## src/rtl/ofs_cfg_pkg.sv

```systemverilog
package ofs_cfg_pkg;

    typedef enum logic [1:0] {
        LOAD_PRESET   = 2'd0,
        LOAD_PAR_FLAT = 2'd1,
        LOAD_PAR_IP   = 2'd2
    } load_mode_e;

    localparam int NUM_OFS         = 4;
    localparam int FALLBACK_PRESET = 64;

    // Method chosen by the select pins: low two bits zero means port A loading.
    function automatic load_mode_e decode_mode(input logic [2:0] sel);
        if (sel[1:0] == 2'b00)
            return sel[2] ? LOAD_PAR_IP : LOAD_PAR_FLAT;
        return LOAD_PRESET;
    endfunction

    // Preset lookup; parallel codes and undefined codes give the fallback.
    function automatic int unsigned preset_value(input logic [2:0] sel);
        case (sel)
            3'b001:  return 8;
            3'b010:  return 16;
            3'b011:  return 256;
            3'b101:  return 1024;
            default: return FALLBACK_PRESET;
        endcase
    endfunction

endpackage

```

## src/rtl/cfg_mode_latch.sv

```systemverilog
module cfg_mode_latch
    import ofs_cfg_pkg::*;
(
    input  logic       clk,
    input  logic       rst,
    input  logic [2:0] mode_sel,
    output logic       interspersed
);
    load_mode_e mode_q;

    // Mode is sampled only while reset is held; later pin activity is ignored.
    always_ff @(posedge clk) begin
        if (rst)
            mode_q <= decode_mode(mode_sel);
    end

    assign interspersed = (mode_q == LOAD_PAR_IP);
endmodule

```

## src/rtl/cfg_word_extract.sv

```systemverilog
module cfg_word_extract #(
    parameter int DATA_W  = 36,
    parameter int OFS_W   = 13,
    parameter int MAX_OFS = 8188
) (
    input  logic [DATA_W-1:0] data,
    input  logic              interspersed,
    output logic [OFS_W-1:0]  value,
    output logic              clamped
);
    localparam logic [OFS_W-1:0] MAX_V = OFS_W'(MAX_OFS);

    logic [OFS_W-1:0] raw;
    logic             unused_hi_bits;

    assign unused_hi_bits = ^data[DATA_W-1:OFS_W+1];

    // The parity-skip layout drops bit 8 and shifts the upper part down by one.
    always_comb begin
        if (interspersed)
            raw = {data[OFS_W:9], data[7:0]};
        else
            raw = data[OFS_W-1:0];
    end

    always_comb begin
        clamped = 1'b0;
        value   = raw;
        if (raw == '0) begin
            value   = OFS_W'(1);
            clamped = 1'b1;
        end else if (raw > MAX_V) begin
            value   = MAX_V;
            clamped = 1'b1;
        end
    end
endmodule

```

## src/rtl/cfg_load_seq.sv

```systemverilog
module cfg_load_seq
    import ofs_cfg_pkg::*;
#(
    parameter int SLOTS  = 4,
    parameter int SLOT_W = 2
) (
    input  logic              clk,
    input  logic              rst,
    input  logic [2:0]        mode_sel,
    input  logic              wr_en,
    output logic              take,
    output logic [SLOT_W-1:0] slot,
    output logic              done
);
    localparam logic [SLOT_W-1:0] LAST = SLOT_W'(SLOTS - 1);

    assign take = wr_en & ~done;

    always_ff @(posedge clk) begin
        if (rst) begin
            done <= (decode_mode(mode_sel) == LOAD_PRESET);
            slot <= '0;
        end else if (take) begin
            slot <= slot + SLOT_W'(1);
            if (slot == LAST)
                done <= 1'b1;
        end
    end
endmodule

```

## src/rtl/cfg_ofs_bank.sv

```systemverilog
module cfg_ofs_bank #(
    parameter int OFS_W  = 13,
    parameter int SLOTS  = 4,
    parameter int SLOT_W = 2
) (
    input  logic                        clk,
    input  logic                        rst,
    input  logic [OFS_W-1:0]            preset,
    input  logic                        take,
    input  logic [SLOT_W-1:0]           slot,
    input  logic [OFS_W-1:0]            wr_value,
    output logic [SLOTS-1:0][OFS_W-1:0] ofs
);
    for (genvar i = 0; i < SLOTS; i++) begin : g_slot
        always_ff @(posedge clk) begin
            if (rst)
                ofs[i] <= preset;
            else if (take && slot == SLOT_W'(i))
                ofs[i] <= wr_value;
        end
    end
endmodule

```

## src/rtl/ofs_cfg_loader.sv

```systemverilog
module ofs_cfg_loader
    import ofs_cfg_pkg::*;
#(
    parameter int DATA_W = 36,
    parameter int DEPTH  = 8192
) (
    input  logic                      clk,
    input  logic                      rst,
    input  logic [2:0]                mode_sel,
    input  logic                      a_wr_en,
    input  logic [DATA_W-1:0]         a_wr_data,
    output logic [$clog2(DEPTH)-1:0]  full_ofs_a,
    output logic [$clog2(DEPTH)-1:0]  empty_ofs_a,
    output logic [$clog2(DEPTH)-1:0]  full_ofs_b,
    output logic [$clog2(DEPTH)-1:0]  empty_ofs_b,
    output logic                      cfg_done,
    output logic                      cfg_err,
    output logic                      fifo_wr_en
);
    localparam int OFS_W   = $clog2(DEPTH);
    localparam int MAX_OFS = DEPTH - 4;
    localparam int SLOT_W  = $clog2(NUM_OFS);

    logic                          interspersed;
    logic                          take;
    logic [SLOT_W-1:0]             slot;
    logic [OFS_W-1:0]              wr_value;
    logic                          clamped;
    logic [NUM_OFS-1:0][OFS_W-1:0] ofs;
    logic [OFS_W-1:0]              preset;

    assign preset = OFS_W'(preset_value(mode_sel));

    cfg_mode_latch u_mode (
        .clk          (clk),
        .rst          (rst),
        .mode_sel     (mode_sel),
        .interspersed (interspersed)
    );

    cfg_load_seq #(.SLOTS(NUM_OFS), .SLOT_W(SLOT_W)) u_seq (
        .clk      (clk),
        .rst      (rst),
        .mode_sel (mode_sel),
        .wr_en    (a_wr_en),
        .take     (take),
        .slot     (slot),
        .done     (cfg_done)
    );

    cfg_word_extract #(.DATA_W(DATA_W), .OFS_W(OFS_W), .MAX_OFS(MAX_OFS)) u_ext (
        .data         (a_wr_data),
        .interspersed (interspersed),
        .value        (wr_value),
        .clamped      (clamped)
    );

    cfg_ofs_bank #(.OFS_W(OFS_W), .SLOTS(NUM_OFS), .SLOT_W(SLOT_W)) u_bank (
        .clk      (clk),
        .rst      (rst),
        .preset   (preset),
        .take     (take),
        .slot     (slot),
        .wr_value (wr_value),
        .ofs      (ofs)
    );

    always_ff @(posedge clk) begin
        if (rst)
            cfg_err <= 1'b0;
        else if (take && clamped)
            cfg_err <= 1'b1;
    end

    // Slot order: full A, empty A, full B, empty B.
    assign full_ofs_a  = ofs[0];
    assign empty_ofs_a = ofs[1];
    assign full_ofs_b  = ofs[2];
    assign empty_ofs_b = ofs[3];
    assign fifo_wr_en  = a_wr_en & cfg_done;
endmodule

```

## config.mk

```make
export PLATFORM = sky130hd
export DESIGN_NAME = ofs_cfg_loader
export DESIGN_NICKNAME = d
export VERILOG_FILES = /design/src/rtl/ofs_cfg_pkg.sv /design/src/rtl/cfg_mode_latch.sv /design/src/rtl/cfg_word_extract.sv /design/src/rtl/cfg_load_seq.sv /design/src/rtl/cfg_ofs_bank.sv /design/src/rtl/ofs_cfg_loader.sv
export SDC_FILE = /design/constraint.sdc
export NUM_CORES = 1
export LEC_CHECK = 0
export BUFFER_PORTS_ARGS = -buffer_cell sky130_fd_sc_hd__clkbuf_2
export CORE_UTILIZATION = 52
export CTS_BUF_LIST = sky130_fd_sc_hd__clkbuf_8
export DETAILED_ROUTE_END_ITERATION = 7
export PLACE_DENSITY = 0.88
export SLEW_MARGIN = 0
export SYNTH_ARGS = -nofsm -noshare
export SYNTH_HDL_FRONTEND = slang
export SYNTH_SLANG_ARGS = --single-unit
export TNS_END_PERCENT = 100
```

## constraint.sdc

```tcl
create_clock -name clk -period 2.93 [get_ports clk]
set_input_delay 0.1465 -clock clk [delete_from_list [all_inputs] [get_ports clk]]
set_output_delay 0.1465 -clock clk [all_outputs]
set_load 0.01 [all_outputs]
```

# [Word-level counts from Yosys, hierarchy flattened]
# Cells that the tools add are included.
[totals] register_bits=58 input_bits=42 out_inout_bits=55 elab_cells=60
[op_classes] addsub=1 magnitude_cmp=1 n_eq_ne=8 muxes=23 bitwise=3 reduce_logical=16
[op_table] cell="13-bit two-way mux" count=11
[op_table] cell="11-bit one-hot mux with 4 select lines" count=1
[op_table] cell="13-bit > comparator, second input constant" count=1
[op_table] cell="13-bit logical NOT" count=1
[op_table] cell="2-bit nonzero test" count=6
[op_table] cell="2-bit two-way mux" count=4
[op_table] cell="1-bit two-way mux" count=7
[op_table] cell="2-bit equality test, second input constant" count=3
[op_table] cell="3-bit by 2-bit equality test with 1-bit output, second input constant" count=2
[op_table] cell="2-bit logical NOT" count=3
[op_table] cell="1-bit logical AND" count=5
[op_table] cell="3-bit by 1-bit equality test with 1-bit output, second input constant" count=1
[op_table] cell="3-bit equality test, second input constant" count=1
[op_table] cell="2-bit by 1-bit adder with 2-bit output, second input constant" count=1
[op_table] cell="1-bit AND" count=2
[op_table] cell="2-bit by 1-bit equality test with 1-bit output, second input constant" count=1
[op_table] cell="2-bit AND reduction" count=1
[op_table] cell="1-bit inverter" count=1

# [Depth between registers and ports, before layout]
[logic_depth] ltp_word=7 mapped_depth=5 mapped_depth_nobuf=4

# [Modules after synthesis]
# A second synthesis with hierarchy kept.
[hier_totals] cells_unflattened=135 hier_area_um2=2346.0
[modules_own_cells] module="cfg_ofs_bank" instances=1 cells_per_inst=74 area_per_inst_um2=1805.5 seq_area_each_um2=1561.5
[modules_own_cells] module="cfg_word_extract" instances=1 cells_per_inst=31 area_per_inst_um2=198.9 seq_area_each_um2=0.0
[modules_own_cells] module="cfg_load_seq" instances=1 cells_per_inst=14 area_per_inst_um2=160.2 seq_area_each_um2=70.1
[modules_own_cells] module="ofs_cfg_loader" instances=1 cells_per_inst=11 area_per_inst_um2=92.6 seq_area_each_um2=20.0
[modules_own_cells] module="cfg_mode_latch" instances=1 cells_per_inst=5 area_per_inst_um2=88.8 seq_area_each_um2=60.1

# [Least setup slack after synthesis]
# No wires, ideal clock.
[synth_path] path_type="reg2reg" start="register u_seq.done" end="register u_bank.ofs[39] in the netlist's numbering, enable pin" setup_time_ns=0.356 arrival_ns=1.198 required_ns=2.574 slack_ns=1.376 path_stages_with_launch=5 path_buffers=1 period_less_slack_ns=1.554 cell_sequence="edfxtp_1 -> nor2b_1 -> clkbuf_1 -> nand2_1 -> nand2_1"
[synth_via] elab_chain_cells=4
[synth_rtl] element="start, declared" line="cfg_load_seq.sv:13" rtl="output logic done"
[synth_rtl] element="start signal, assigned" line="cfg_load_seq.sv:21" rtl="done <= (decode_mode(mode_sel) == LOAD_PRESET);"
[synth_rtl] element="1-bit inverter" line="cfg_load_seq.sv:17" rtl="assign take = wr_en & ~done;"
[synth_rtl] element="1-bit AND" line="cfg_load_seq.sv:17"
[synth_rtl] element="1-bit logical AND" line="cfg_ofs_bank.sv:18" rtl="else if (take && slot == SLOT_W'(i))"
[synth_rtl] element="2-bit nonzero test (no source line)"
[synth_rtl] element="end signal, assigned by index" line="cfg_ofs_bank.sv:17" rtl="ofs[i] <= preset;"
[synth_rtl] element="end signal, assigned by index" line="cfg_ofs_bank.sv:19" rtl="ofs[i] <= wr_value;"
[synth_rtl] element="end, declared" line="cfg_ofs_bank.sv:12" rtl="output logic [SLOTS-1:0][OFS_W-1:0] ofs"
# Every way passes these cells.
# A chain may end at the register's enable or synchronous reset.

# [Final worst setup path]
[layout_path] start="register u_mode.mode_q[1]" end="register u_bank.ofs[39] in the netlist's numbering (data pin)"
[layout_via] elab_chain_cells=7 word_cells_on_any_way=8 classes_between="order compare: 1; eq/ne: 1; mux: 5; reduce/logical: 1"
[layout_rtl] element="start, declared" line="cfg_mode_latch.sv:9" rtl="load_mode_e mode_q;"
[layout_rtl] element="start signal, assigned" line="cfg_mode_latch.sv:14" rtl="mode_q <= decode_mode(mode_sel);"
[layout_rtl] element="2-bit equality test (*)" line="cfg_mode_latch.sv:17" rtl="assign interspersed = (mode_q == LOAD_PAR_IP);"
[layout_rtl] element="13-bit two-way mux (*)" line="cfg_word_extract.sv:20" rtl="if (interspersed)"
[layout_rtl] element="13-bit > comparator" line="cfg_word_extract.sv:32" rtl="end else if (raw > MAX_V) begin"
[layout_rtl] element="13-bit two-way mux" line="cfg_word_extract.sv:32"
[layout_rtl] element="13-bit two-way mux (*)" line="cfg_word_extract.sv:29" rtl="if (raw == '0) begin"
[layout_rtl] element="13-bit two-way mux (*)" line="cfg_ofs_bank.sv:18"
[layout_rtl] element="13-bit two-way mux (*)" line="cfg_ofs_bank.sv:16" rtl="if (rst)"
# Every way passes the cells marked *; elsewhere a longest branch is shown, timed or not. The select of a mux whose other input is x is not followed.

==> flow_metrics.py <==
metrics = {
    "outcome": {
        "status": "finished, final reports clean",
    },
    "pwr": {
        "power_density_nw_per_um2": 623,
        "vdd_drop_max_v": 0.000346,
        "switching_share": 0.230,
        "clockPowerShare": 0.323,
        "comb_power_share": 0.096,
        "seq_power_share": 0.581,
        "power_leakage_nw": 1.17,
        "switching_power_w": 0.000391,
        "internal_power_w": 0.00131,
    },
    "setup_path": {
        "crit_type": "flop to flop",
        "worstPathArrival_ps": 1900,
        "start_kind": "flop",
        "r2r_end": "u_bank.ofs[39]$_DFFE_PP_",
        "rr_startpoint": "u_mode.mode_q[1]$_DFFE_PP_",
        "cp-end-kind": "flop",
        "r2r_cells": 4,
        "crit_fanout": 6,
        "endpoint": "u_bank.ofs[39]$_DFFE_PP_",
        "r2r_slack_ps": 1070,
        "cp-startpoint": "u_mode.mode_q[1]$_DFFE_PP_",
        "slowest_delay_ps": 520,
        "slowest_stage": "nor4_1",
        "crit_required_ps": 2970,
        "path_cells": "nand2b_1 > a21oi_1 > nor4_1 > o2bb2ai_1",
    },
    "global_routing": {
        "antenna_found_initial": 0,
        "grt_pass1_vias": 1263,
        "grt_usage": 0.216,
        "gr-total-overflow": 0,
        "grt_start_max_net_pins": 19,
        "grt_pass1_wl_mm": 6.42,
    },
    "synth": {
        "synth-simple-area-share": 0.121,
        "synthArstFlopShare": 0,
        "muxShareOfSynthArea": 0.0184,
        "synthAdderAreaFrac": 0.0230,
        "synth.avg_cell_area_um2": 16.5,
        "syn-cell-area_um2": 2180,
        "synthCells": 132,
        "synth_top_area_frac": 0.759,
        "syn_nets": 178,
        "synth_common_cells": "55 x edfxtp_1, 15 x nand2_1, 5 x and2_1, 5 x nor2_1",
        "synth_compound_area_frac": 0.0333,
        "synth_xor_area_frac": 0.00402,
        "synth_edf_count": 55,
        "yosys.area.top_type": "edfxtp_1",
        "ys.flop_type": "edfxtp_1",
        "synth_area_leaders": "edfxtp_1 76%, dfxtp_1 2.8%, nand2_1 2.6%",
        "yosys_warnings": 0,
        "ys_seq_area_frac": 0.786,
        "yosysMostFrequentCell": "edfxtp_1",
        "ys_ff_latch": 58,
        "synth_cell_types": 31,
        "synth_top_family_by_area": "simple AND/OR/NAND/NOR gates",
    },
    "timing": {
        "slew_violations": 0,
        "fin_crit_ps": 1860,
        "fmax_ghz": 0.538,
        "finalClockSkew_ps": 2.19,
        "max_slew_margin": 0.544,
        "setup_tns_ps": 0,
        "rsz0062_at_grt": "false",
        "setup_viol": 0,
        "fin_crit_sh": 0.635,
        "finalHoldViolations": 0,
        "hold_ws_ps": 155,
        "tightestPinTransition_ps": 682,
    },
    "routing": {
        "post-route-drc-count": 0,
        "drtAntennaViolNets": 0,
        "routed_wl_mm": 4.36,
        "drt_iter0_markers": 86,
        "via_per_inst": 5.37,
        "drt-pass1-iter-count": 4,
        "num_vias": 1424,
        "avgRoutedWirePerCell_um": 16.4,
    },
    "floorplanning": {
        "io_pins": 97,
        "start_util": 0.544,
        "die_area_um2": 4450,
        "core_um2": 4000,
        "die_w_um": 66.7,
        "die_h_um": 66.7,
        "rows": 23,
    },
    "layout": {
        "drive_above_1_share": 0.405,
        "area_growth_pct": 25.5,
        "final_nets": 259,
        "diodes": 0,
    },
    "placed_design": {
        "place_hpwl_mm": 2.99,
        "port_buffers": 74,
        "gp_congestion": 0.834,
    },
    "clocking": {
        "tritoncts": "built",
        "clockRootBuffer": "clkbuf_8",
        "cts_resized": 0,
        "clk_latency_ps": 330,
        "postCtsSetupBuffers": 0,
        "h-tree-depth": 3,
        "cts_sinks": 58,
        "cts_buffer_depth": 2,
        "cts_buffers": 9,
        "clk_pin_slew_ps": 60,
        "hold_buffers": 0,
    },
    "flow_run": {
        "cap_violations": 0,
    },
    "worst_hold_path": {
        "min_path_type": "input pin to flop",
    },
}
-- worst max-delay path, delay by kind of cell (launching register included) --
kind	cells	cell delay (ps)
flip-flops	1	380
AND/OR/NAND/NOR	2	790
AO/OA/AOI/OAI	2	410
-- layout by cell type, fill, tap and decap left out, types with 3 or more instances in the layout --
cell       n
clkbuf_2  74
dfxtp_1    3
nand2_1   15
clkbuf_8   9
nand2b_1   3
a21oi_1    3
nor3_1     3
inv_1      6
and2_1     5
edfxtp_1  55
mux2i_1    4
nor2_1     5
ha_1       4
-- power groups by stage --
| stage | logic (W) | clock network, W | registers, W |
|---|---|---|---|
| 3_5_place_dp | 0.000163 | 0 | 0.00101 |
| 2_1_floorplan | 0.0000503 | 0 | 0.00103 |
| 5_1_grt | 0.000178 | 0.000592 | 0.000994 |
| 4_1_cts | 0.000164 | 0.000556 | 0.000990 |
| 3_3_place_gp | 0.000158 | 0 | 0.00100 |
| 6_report | 0.000163 | 0.000549 | 0.000990 |
-- stage by stage --
step	utilization	instances	setup slack [ps]	instance area (um2)	total power (W)
after detailed placement	0.648	252	1060	2590	0.00117
after global routing	0.683	265	891	2730	0.00176
final	0.683	265	1070	2730	0.00170
after floorplan	-	132	1380	2180	0.00108
after global placement	0.648	252	1060	2590	0.00116
after CTS	0.683	265	1040	2730	0.00171
-- per-layer routing --
metal,GRT usage,vias up,wire length [um]
li1,-,656,-
met1,0.247,692,1700
met2,0.356,68,2290
met3,0.0925,8,315
met4,0.0851,0,50
met5,0,-,0
-- state kept, by name, indices dropped and copies added, names as in the netlist --
signal and flops:
u_bank.ofs 52, u_seq.done 1, u_mode.mode_q 2, cfg_err 1, u_seq.slot 2
-- cells by family after synthesis --
| group | Yosys count |
|---|---|
| buffers and inverters | 8 |
| and+or+nand+nor | 46 |
| adders and majority gates | 4 |
| AOI/OAI and AO/OA | 11 |
| muxes | 4 |
| DFF | 58 |
| xor gates and xnor gates | 1 |
-- worst min path at each step --
stage	from	to	slack [ps]	cells after the start
2_1_floorplan	rst	u_mode.mode_q[0]$_DFFE_PP_	260	0
3_3_place_gp	mode_sel[1]	u_seq.done$_SDFFCE_PN1P_	480	3
3_5_place_dp	cfg_err$_SDFFE_PP0P_	cfg_err$_SDFFE_PP0P_	480	1
4_1_cts	mode_sel[1]	u_mode.mode_q[0]$_DFFE_PP_	140	2
5_1_grt	mode_sel[1]	u_mode.mode_q[0]$_DFFE_PP_	150	2
6_report	mode_sel[1]	u_mode.mode_q[0]$_DFFE_PP_	160	2
-- final cells by class --
type                            instances  area, um2
Clock buffer                            9        124
Clock inverter                          4       15.0
Fill cell                             286       1270
Inverter                                4       15.0
Multi-Input combinational cell         66        434
Sequential cell                        58       1710
Tap cell                               50       62.6
Timing Repair Buffer                   74        370
(Power assumes the default switching activity.)
